File: src/rtl/thermwatch_pkg.sv
package thermwatch_pkg;

   // Word indices of the register map (byte address >> 2)
   localparam int REG_CTRL  = 0;
   localparam int REG_STAT  = 1;
   localparam int REG_CAUSE = 2;
   localparam int REG_MASK  = 3;
   localparam int REG_SUMM  = 4;

   // Field positions software depends on
   localparam int CTRL_THR_LSB   = 3;
   localparam int CTRL_HYST_LSB  = 19;
   localparam int CTRL_IE_BIT    = 25;
   localparam int STAT_VALID_BIT = 16;
   localparam int CAUSE_HOT_BIT  = 22;
   localparam int SUMM_EN_BIT    = 1;
   localparam int HYST_W         = 2;

   typedef enum logic {
      ST_NORMAL = 1'b0,
      ST_HOT    = 1'b1
   } alarm_state_e;

   // Band half-width in codes, rounded to nearest, for band step 'step'
   function automatic int band_codes(input int step, input int base_mc, input int mc_per_code);
      return ((base_mc << step) + mc_per_code / 2) / mc_per_code;
   endfunction

endpackage

File: src/rtl/thermwatch_watermark.sv
module thermwatch_watermark
   import thermwatch_pkg::*;
#(
   parameter int CODE_W      = 10,
   parameter int BASE_MC     = 1900,
   parameter int MC_PER_CODE = 423
) (
   input  logic signed [CODE_W-1:0] thr_i,
   input  logic        [HYST_W-1:0] hyst_i,
   output logic signed [CODE_W-1:0] hi_o,
   output logic signed [CODE_W-1:0] lo_o
);

   localparam int LEVELS = 1 << HYST_W;
   localparam int EXT_W  = CODE_W + 8;
   localparam int MAX_I  = (1 << (CODE_W - 1)) - 1;
   localparam int MIN_I  = -(1 << (CODE_W - 1));
   localparam logic signed [EXT_W-1:0] CODE_MAX = EXT_W'(MAX_I);
   localparam logic signed [EXT_W-1:0] CODE_MIN = EXT_W'(MIN_I);

   if (band_codes(LEVELS - 1, BASE_MC, MC_PER_CODE) >= (1 << (EXT_W - 2))) begin : g_band_too_wide
      $error("thermwatch_watermark: widest band does not fit the extended width");
   end
   if (MC_PER_CODE < 1) begin : g_bad_step
      $error("thermwatch_watermark: MC_PER_CODE must be positive");
   end

   logic signed [EXT_W-1:0] band_tab [LEVELS];

   for (genvar g = 0; g < LEVELS; g++) begin : g_band
      localparam int BAND = band_codes(g, BASE_MC, MC_PER_CODE);
      assign band_tab[g] = EXT_W'(BAND);
   end

   logic signed [EXT_W-1:0] thr_x;
   logic signed [EXT_W-1:0] delta;
   logic signed [EXT_W-1:0] up_x;
   logic signed [EXT_W-1:0] dn_x;

   assign thr_x = {{(EXT_W - CODE_W){thr_i[CODE_W-1]}}, thr_i};
   assign delta = band_tab[hyst_i];
   assign up_x  = thr_x + delta;
   assign dn_x  = thr_x - delta;

   always_comb begin
      if (up_x > CODE_MAX) begin
         hi_o = CODE_MAX[CODE_W-1:0];
      end else begin
         hi_o = up_x[CODE_W-1:0];
      end
      if (dn_x < CODE_MIN) begin
         lo_o = CODE_MIN[CODE_W-1:0];
      end else begin
         lo_o = dn_x[CODE_W-1:0];
      end
   end

endmodule

File: src/rtl/thermwatch_alarm.sv
module thermwatch_alarm
   import thermwatch_pkg::*;
#(
   parameter int CODE_W = 10
) (
   input  logic                     clk,
   input  logic                     rst_n,
   input  logic                     samp_vld_i,
   input  logic signed [CODE_W-1:0] samp_code_i,
   input  logic signed [CODE_W-1:0] hi_i,
   input  logic signed [CODE_W-1:0] lo_i,
   output logic                     hot_o,
   output logic                     event_o
);

   alarm_state_e state_q;
   alarm_state_e state_d;

   always_comb begin
      state_d = state_q;
      event_o = 1'b0;
      if (samp_vld_i) begin
         unique case (state_q)
            ST_NORMAL: begin
               if (samp_code_i >= hi_i) begin
                  state_d = ST_HOT;
                  event_o = 1'b1;
               end
            end
            ST_HOT: begin
               if (samp_code_i <= lo_i) begin
                  state_d = ST_NORMAL;
               end
            end
            default: state_d = ST_NORMAL;
         endcase
      end
   end

   always_ff @(posedge clk or negedge rst_n) begin
      if (!rst_n) begin
         state_q <= ST_NORMAL;
      end else begin
         state_q <= state_d;
      end
   end

   assign hot_o = (state_q == ST_HOT);

endmodule

File: src/rtl/thermwatch_regs.sv
module thermwatch_regs
   import thermwatch_pkg::*;
#(
   parameter int CODE_W = 10,
   parameter int DATA_W = 32,
   parameter int ADDR_W = 5
) (
   input  logic                     clk,
   input  logic                     rst_n,
   input  logic                     reg_wr_i,
   input  logic                     reg_rd_i,
   input  logic [ADDR_W-1:0]        reg_addr_i,
   input  logic [DATA_W-1:0]        reg_wdata_i,
   output logic [DATA_W-1:0]        reg_rdata_o,
   input  logic                     samp_vld_i,
   input  logic signed [CODE_W-1:0] samp_code_i,
   input  logic                     hot_event_i,
   output logic signed [CODE_W-1:0] thr_o,
   output logic [HYST_W-1:0]        hyst_o,
   output logic signed [CODE_W-1:0] stat_code_o,
   output logic                     stat_valid_o,
   output logic                     cause_o,
   output logic                     cause_rd_o,
   output logic                     irq_o
);

   localparam int WORD_W = ADDR_W - 2;

   logic [WORD_W-1:0] word;
   logic              sel_ctrl, sel_stat, sel_cause, sel_mask, sel_summ;

   assign word      = reg_addr_i[ADDR_W-1:2];
   assign sel_ctrl  = (word == WORD_W'(REG_CTRL));
   assign sel_stat  = (word == WORD_W'(REG_STAT));
   assign sel_cause = (word == WORD_W'(REG_CAUSE));
   assign sel_mask  = (word == WORD_W'(REG_MASK));
   assign sel_summ  = (word == WORD_W'(REG_SUMM));

   logic signed [CODE_W-1:0] thr_q;
   logic [HYST_W-1:0]        hyst_q;
   logic                     ie_q;
   logic                     mask_q;
   logic                     summ_q;
   logic signed [CODE_W-1:0] code_q;
   logic                     valid_q;
   logic                     cause_q;
   logic [DATA_W-1:0]        rd_mux;
   logic [DATA_W-1:0]        rdata_q;

   // Control, mask and summary enable: software writable
   always_ff @(posedge clk or negedge rst_n) begin
      if (!rst_n) begin
         thr_q  <= '0;
         hyst_q <= '0;
         ie_q   <= 1'b0;
         mask_q <= 1'b0;
         summ_q <= 1'b0;
      end else if (reg_wr_i) begin
         if (sel_ctrl) begin
            thr_q  <= $signed(reg_wdata_i[CTRL_THR_LSB +: CODE_W]);
            hyst_q <= reg_wdata_i[CTRL_HYST_LSB +: HYST_W];
            ie_q   <= reg_wdata_i[CTRL_IE_BIT];
         end
         if (sel_mask) begin
            mask_q <= reg_wdata_i[CAUSE_HOT_BIT];
         end
         if (sel_summ) begin
            summ_q <= reg_wdata_i[SUMM_EN_BIT];
         end
      end
   end

   // Status: latest sample and sticky valid flag
   always_ff @(posedge clk or negedge rst_n) begin
      if (!rst_n) begin
         code_q  <= '0;
         valid_q <= 1'b0;
      end else if (samp_vld_i) begin
         code_q  <= samp_code_i;
         valid_q <= 1'b1;
      end
   end

   // Cause: a new event wins over a clearing read in the same cycle
   assign cause_rd_o = reg_rd_i && sel_cause;

   always_ff @(posedge clk or negedge rst_n) begin
      if (!rst_n) begin
         cause_q <= 1'b0;
      end else if (hot_event_i) begin
         cause_q <= 1'b1;
      end else if (cause_rd_o) begin
         cause_q <= 1'b0;
      end
   end

   always_comb begin
      rd_mux = '0;
      if (sel_ctrl) begin
         rd_mux[CTRL_THR_LSB +: CODE_W]  = thr_q;
         rd_mux[CTRL_HYST_LSB +: HYST_W] = hyst_q;
         rd_mux[CTRL_IE_BIT]             = ie_q;
      end
      if (sel_stat) begin
         rd_mux[CODE_W-1:0]     = code_q;
         rd_mux[STAT_VALID_BIT] = valid_q;
      end
      if (sel_cause) begin
         rd_mux[CAUSE_HOT_BIT] = cause_q;
      end
      if (sel_mask) begin
         rd_mux[CAUSE_HOT_BIT] = mask_q;
      end
      if (sel_summ) begin
         rd_mux[SUMM_EN_BIT] = summ_q;
      end
   end

   always_ff @(posedge clk or negedge rst_n) begin
      if (!rst_n) begin
         rdata_q <= '0;
      end else if (reg_rd_i) begin
         rdata_q <= rd_mux;
      end
   end

   logic unused_bus;
   assign unused_bus = ^{reg_addr_i[1:0], reg_wdata_i};

   assign reg_rdata_o  = rdata_q;
   assign thr_o        = thr_q;
   assign hyst_o       = hyst_q;
   assign stat_code_o  = code_q;
   assign stat_valid_o = valid_q;
   assign cause_o      = cause_q;
   assign irq_o        = cause_q & mask_q & summ_q & ie_q;

endmodule

File: src/rtl/thermwatch_top.sv
module thermwatch_top
   import thermwatch_pkg::*;
#(
   parameter int CODE_W      = 10,
   parameter int DATA_W      = 32,
   parameter int ADDR_W      = 5,
   parameter int BASE_MC     = 1900,
   parameter int MC_PER_CODE = 423
) (
   input  logic                     clk,
   input  logic                     rst_n,
   input  logic                     reg_wr,
   input  logic                     reg_rd,
   input  logic [ADDR_W-1:0]        reg_addr,
   input  logic [DATA_W-1:0]        reg_wdata,
   output logic [DATA_W-1:0]        reg_rdata,
   input  logic                     samp_vld,
   input  logic signed [CODE_W-1:0] samp_code,
   output logic                     ovh_irq
);

   if (CODE_W < 4 || CODE_W > 16) begin : g_bad_code_w
      $error("thermwatch_top: CODE_W must lie in 4..16");
   end
   if (DATA_W < CTRL_IE_BIT + 1) begin : g_bad_data_w
      $error("thermwatch_top: DATA_W too narrow for the field layout");
   end
   if (ADDR_W < 5) begin : g_bad_addr_w
      $error("thermwatch_top: ADDR_W must cover five register words");
   end

   logic signed [CODE_W-1:0] thr_val;
   logic [HYST_W-1:0]        hyst_sel;
   logic signed [CODE_W-1:0] wm_hi;
   logic signed [CODE_W-1:0] wm_lo;
   logic                     alarm_hot;
   logic                     hot_event;
   logic signed [CODE_W-1:0] stat_code;
   logic                     stat_valid;
   logic                     cause_bit;
   logic                     cause_rd;

   thermwatch_watermark #(
      .CODE_W      (CODE_W),
      .BASE_MC     (BASE_MC),
      .MC_PER_CODE (MC_PER_CODE)
   ) u_wm (
      .thr_i  (thr_val),
      .hyst_i (hyst_sel),
      .hi_o   (wm_hi),
      .lo_o   (wm_lo)
   );

   thermwatch_alarm #(
      .CODE_W (CODE_W)
   ) u_alarm (
      .clk         (clk),
      .rst_n       (rst_n),
      .samp_vld_i  (samp_vld),
      .samp_code_i (samp_code),
      .hi_i        (wm_hi),
      .lo_i        (wm_lo),
      .hot_o       (alarm_hot),
      .event_o     (hot_event)
   );

   thermwatch_regs #(
      .CODE_W (CODE_W),
      .DATA_W (DATA_W),
      .ADDR_W (ADDR_W)
   ) u_regs (
      .clk          (clk),
      .rst_n        (rst_n),
      .reg_wr_i     (reg_wr),
      .reg_rd_i     (reg_rd),
      .reg_addr_i   (reg_addr),
      .reg_wdata_i  (reg_wdata),
      .reg_rdata_o  (reg_rdata),
      .samp_vld_i   (samp_vld),
      .samp_code_i  (samp_code),
      .hot_event_i  (hot_event),
      .thr_o        (thr_val),
      .hyst_o       (hyst_sel),
      .stat_code_o  (stat_code),
      .stat_valid_o (stat_valid),
      .cause_o      (cause_bit),
      .cause_rd_o   (cause_rd),
      .irq_o        (ovh_irq)
   );

endmodule

File: config.mk
export PLATFORM = sky130hd
export DESIGN_NAME = thermwatch_top
export DESIGN_NICKNAME = d
export VERILOG_FILES = /design/src/rtl/thermwatch_pkg.sv /design/src/rtl/thermwatch_watermark.sv /design/src/rtl/thermwatch_alarm.sv /design/src/rtl/thermwatch_regs.sv /design/src/rtl/thermwatch_top.sv
export SDC_FILE = /design/constraint.sdc
export NUM_CORES = 1
export LEC_CHECK = 0
export ABC_AREA = 1
export CORE_UTILIZATION = 30
export CTS_CLUSTER_DIAMETER = 200
export DETAILED_ROUTE_END_ITERATION = 7
export DONT_BUFFER_PORTS = 1
export GPL_ROUTABILITY_DRIVEN = 0
export MAX_ROUTING_LAYER = met4
export PLACE_DENSITY = 0.53
export SLEW_MARGIN = 20
export SYNTH_ARGS = -nofsm -noshare
export SYNTH_HDL_FRONTEND = slang
export SYNTH_SLANG_ARGS = --single-unit
File: constraint.sdc
create_clock -name clk -period 4.2 [get_ports clk]
set_clock_uncertainty 0.2 [all_clocks]
set_input_delay 0.63 -clock clk [delete_from_list [all_inputs] [get_ports clk]]
set_output_delay 0.63 -clock clk [all_outputs]
set_load 0.03 [all_outputs]
==> insert_results.sql <==
INSERT INTO impl_metrics (metric_group, metric, value, unit) VALUES
('worst_setup_path', 'criticalPathCategory', 'reg2reg', ''),
('route', 'route.detailed.vias_per_inst', '4.67', ''),
('clock_tree', 'clock_latency', '0.30', 'ns'),
('route', 'routed_length_on_met2', '3550', 'µm'),
('power', 'power.density_cell_area', '498', 'nW/µm²'),
('global_route', 'antenna_violations_before_repair', '0', ''),
('synth', 'synth_seq_cells', '46', ''),
('finish', 'fin_nets', '513', ''),
('synth', 'syn_avg_cell_area', '7.75', 'µm²'),
('power', 'cellLeakagePower', '1.82', 'nW'),
('floorplanning', 'die_y', '107', 'µm'),
('worst_setup_path', 'critPathArrivalTime', '3.59', 'ns'),
('finish', 'most-common-layout-cells', 'sky130_fd_sc_hd__nand2_1 (106), sky130_fd_sc_hd__inv_1 (52), sky130_fd_sc_hd__dfrtp_1 (46)', ''),
('finish', 'post_route_cells_drive_above_1_share', '6.13', '%'),
('worst_setup_path', 'critical_path.slowest_cell', 'sky130_fd_sc_hd__dfrtp_1', ''),
('clock_tree', 'cts-root-buf', 'sky130_fd_sc_hd__clkbuf_8', ''),
('finish', 'area.growth.synth_to_final', '5.42', '%'),
('route', 'wl_per_cell', '14.1', 'µm'),
('global_route', 'globalRoute.totalOverflow', '0', ''),
('finish', 'final_common_cell', 'sky130_fd_sc_hd__nand2_1', ''),
('sta', 'finalMaxSlewViolations', '0', ''),
('route', 'met1Wirelength', '3840', 'µm'),
('sta', 'finalWorstSetupSlack', '0.660', 'ns'),
('clock_tree', 'worst_setup_hold_path_clk_slew', '0.09', 'ns'),
('worst_hold_path', 'hp-class', 'in2reg', ''),
('sta', 'grt_setup_unrepaired', 'false', ''),
('run', 'max_cap_violation_count', '0', ''),
('global_route', 'grt_pass1_vias', '2632', ''),
('floorplanning', 'die-area', '11400', 'µm²'),
('global_route', 'global_route_wire_length_before_repair', '13000', 'µm'),
('sta', 'final.setup.tns', '0', 'ns'),
('sta', 'final.min_clock_period', '3.54', 'ns'),
('clock_tree', 'clock_sink_count', '46', ''),
('clock_tree', 'postCtsSetupRepairBufs', '0', ''),
('sta', 'timing.slew.headroom', '35.5', '%'),
('synth', 'synthesis.area', '3300', 'µm²'),
('worst_setup_path', 'critPathMaxFanout', '7', ''),
('synth', 'seq_area_frac_synth', '34.9', '%'),
('worst_setup_path', 'endpoint_kind', 'flop', ''),
('global_route', 'grt_max_degree', '47', ''),
('global_route', 'total_routing_usage_reported_by_global_routing', '15.1', '%'),
('clock_tree', 'clock_tree_from_tritoncts', 'built', ''),
('sta', 'final.period_utilization', '84.3', '%'),
('route', 'iteration_0_drc_markers', '145', ''),
('place', 'io_buffers', '0', ''),
('worst_setup_path', 'crit_top_cell', 'sky130_fd_sc_hd__nand2_1', ''),
('outcome', 'run_status', 'complete, no violations', ''),
('clock_tree', 'cts_inserted_buffers', '5', ''),
('route', 'vias', '2613', ''),
('synth', 'synth.yosys.warnings', '0', ''),
('place', 'post_place_setup_slack', '0.650', 'ns'),
('sta', 'finalSetupViolCount', '0', ''),
('route', 'routed_wirelength', '7880', 'µm'),
('power', 'irDropWorstVdd', '226', 'µV'),
('route', 'drt_first_pass_iters', '4', ''),
('finish', 'antenna_cells', '0', ''),
('floorplanning', 'floorplan.initialDensity', '31.4', '%'),
('clock_tree', 'ctsHtreeMaxLevel', '2', ''),
('floorplanning', 'floorplan.rows', '37', ''),
('sta', 'final-hold-violation-count', '0', ''),
('place', 'dp.final_hpwl', '6390', 'µm'),
('worst_setup_path', 'sort_of_element_at_the_start_of_the_critical_path', 'flop', ''),
('route', 'drtAntennaViolNets', '0', ''),
('synth', 'netlist_instances', '426', ''),
('sta', 'measured_slew_at_the_worst_slew_check_pin', '0.965', 'ns'),
('sta', 'achievable-frequency', '282', 'MHz'),
('worst_setup_path', 'crit_family', 'adder cells', ''),
('floorplanning', 'placeableCoreArea', '10500', 'µm²'),
('route', 'wl_met3', '373', 'µm'),
('worst_setup_path', 'worstPathCellList', 'inv_1 > ha_1 > inv_1 > ha_1 > o21ai_0 > a21oi_2 > o22ai_1 > nand2_2 > inv_2 > nor2_1 > ha_1 > inv_1 > o21bai_1 > nand3_1 > nand3_1 > nand2_1 > nand2_1 > nand2_1 > nand2_1 > nand2_1 > nand2_1', ''),
('synth', 'synth_cell_types', '38', ''),
('worst_setup_path', 'buf_inv_stages_crit_path', '4', ''),
('clock_tree', 'postCtsResizedCells', '0', ''),
('floorplanning', 'pin_count', '85', ''),
('floorplanning', 'die_w', '107', 'µm'),
('worst_setup_path', 'worst_ep_required_time', '4.25', 'ns'),
('worst_setup_path', 'critical-path-max-stage-delay', '0.41', 'ns'),
('route', 'top_signal_layer_used', 'met4', ''),
('clock_tree', 'cts_buffer_depth', '2', ''),
('route', 'drc_errors', '0', '');
-- what timing repair did --
action | 4_1_cts | 5_1_grt
setup endpoints to repair | 0 | 0
hold buffers | 2 | 0
hold endpoints to repair | 46 | 0
-- power by group --
group	total, W	switching, W	leakage, nW	internal [W]
logic	0.000881	0.000547	1.21	0.000333
registers	0.000572	0.0000724	0.556	0.000500
clock network	0.000280	0.000147	0.0482	0.000133
total	0.00173	0.000766	1.82	0.000966
-- logic make-up after synthesis --
| group | synth area share (%) |
|---|---|
| other | 0.114 |
| XOR/XNOR | 3.19 |
| AO/OA/AOI/OAI | 12.1 |
| AND/OR/NAND/NOR | 22.1 |
| buffers and inverters | 12.0 |
| multiplexers | 0.683 |
| flip-flops | 34.9 |
| adder cells (fa/ha/maj) | 14.9 |
-- per-stage QoR --
step / area (µm²) / hold slack (ns) / power (W) / util [%] / cells
finish: 3480 / 0.227 / 0.00173 / 33.1 / 560
global route: 3480 / 0.222 / 0.00192 / 33.1 / 560
CTS: 3480 / 0.225 / 0.00175 / 33.1 / 560
global placement: 3350 / 0.135 / 0.00143 / 31.9 / 550
detailed placement: 3350 / 0.135 / 0.00146 / 31.9 / 550
floorplan: 3350 / 0.134 / 0.00128 / - / 439
-- worst paths after layout --
path | slack (ns) | to | cells past startpoint | from
min reg2reg | 0.28 | u_regs.stat_valid_o | 1 | u_regs.stat_valid_o
max | 0.66 | u_alarm.hot_o | 21 | u_regs.hyst_o[0]
max in group asynchronous | 2.96 | u_regs.reg_rdata_o[22] | 2 | rst_n
max reg2reg | 0.66 | u_alarm.hot_o | 21 | u_regs.hyst_o[0]
min in group asynchronous | 0.62 | u_regs.reg_rdata_o[2] | 2 | rst_n
min | 0.23 | u_regs.reg_rdata_o[1] | 1 | reg_rd
-- sequential cells by signal, summed over array words and instances, names as in the netlist --
signal	flops
u_regs.ie_q	1
u_regs.thr_o	10
u_regs.hyst_o	2
u_regs.mask_q	1
u_regs.stat_code_o	10
u_regs.cause_o	1
u_regs.reg_rdata_o	18
u_alarm.hot_o	1
u_regs.stat_valid_o	1
u_regs.summ_q	1
-- synthesized netlist by cell type, drive strengths merged --
cell    number  area share, %
nand2      110             13
inv         59            6.8
dfrtp       46             35
ha          36             14
nor2        35            4.0
a21oi       23            3.6
buf         20            4.6
nand3       20            3.0
o21ai       14            2.1
xor2        11            2.9
o22ai        8            1.5
nor3         7            1.4
o31ai        7            1.6
a31oi        5            1.4
clkbuf       5           0.57
nand4        3           0.57
a21o         2           0.45
fa           2            1.2
mux2         2           0.68
o21bai       2           0.45
or2          2           0.38
a211oi       1           0.23
a22oi        1           0.23
clkinv       1           0.11
conb         1           0.11
o21a         1           0.23
o221ai       1           0.27
xnor2        1           0.27
-- metal layers --
metal,global-route usage [%],vias up
met3,2.19,7
li1,-,1333
met2,23.8,59
met1,20.2,1214
met5,-,-
met4,4.01,0
-- final cells by class --
type / instances / area [µm²]
Clock buffer: 7 / 86.3
Inverter: 60 / 228
Tap cell: 136 / 170
Clock inverter: 1 / 5.00
Timing Repair Buffer: 2 / 37.5
Multi-Input combinational cell: 308 / 1800
Sequential cell: 46 / 1150
Fill cell: 1113 / 7030
(Power assumes the default switching activity.)
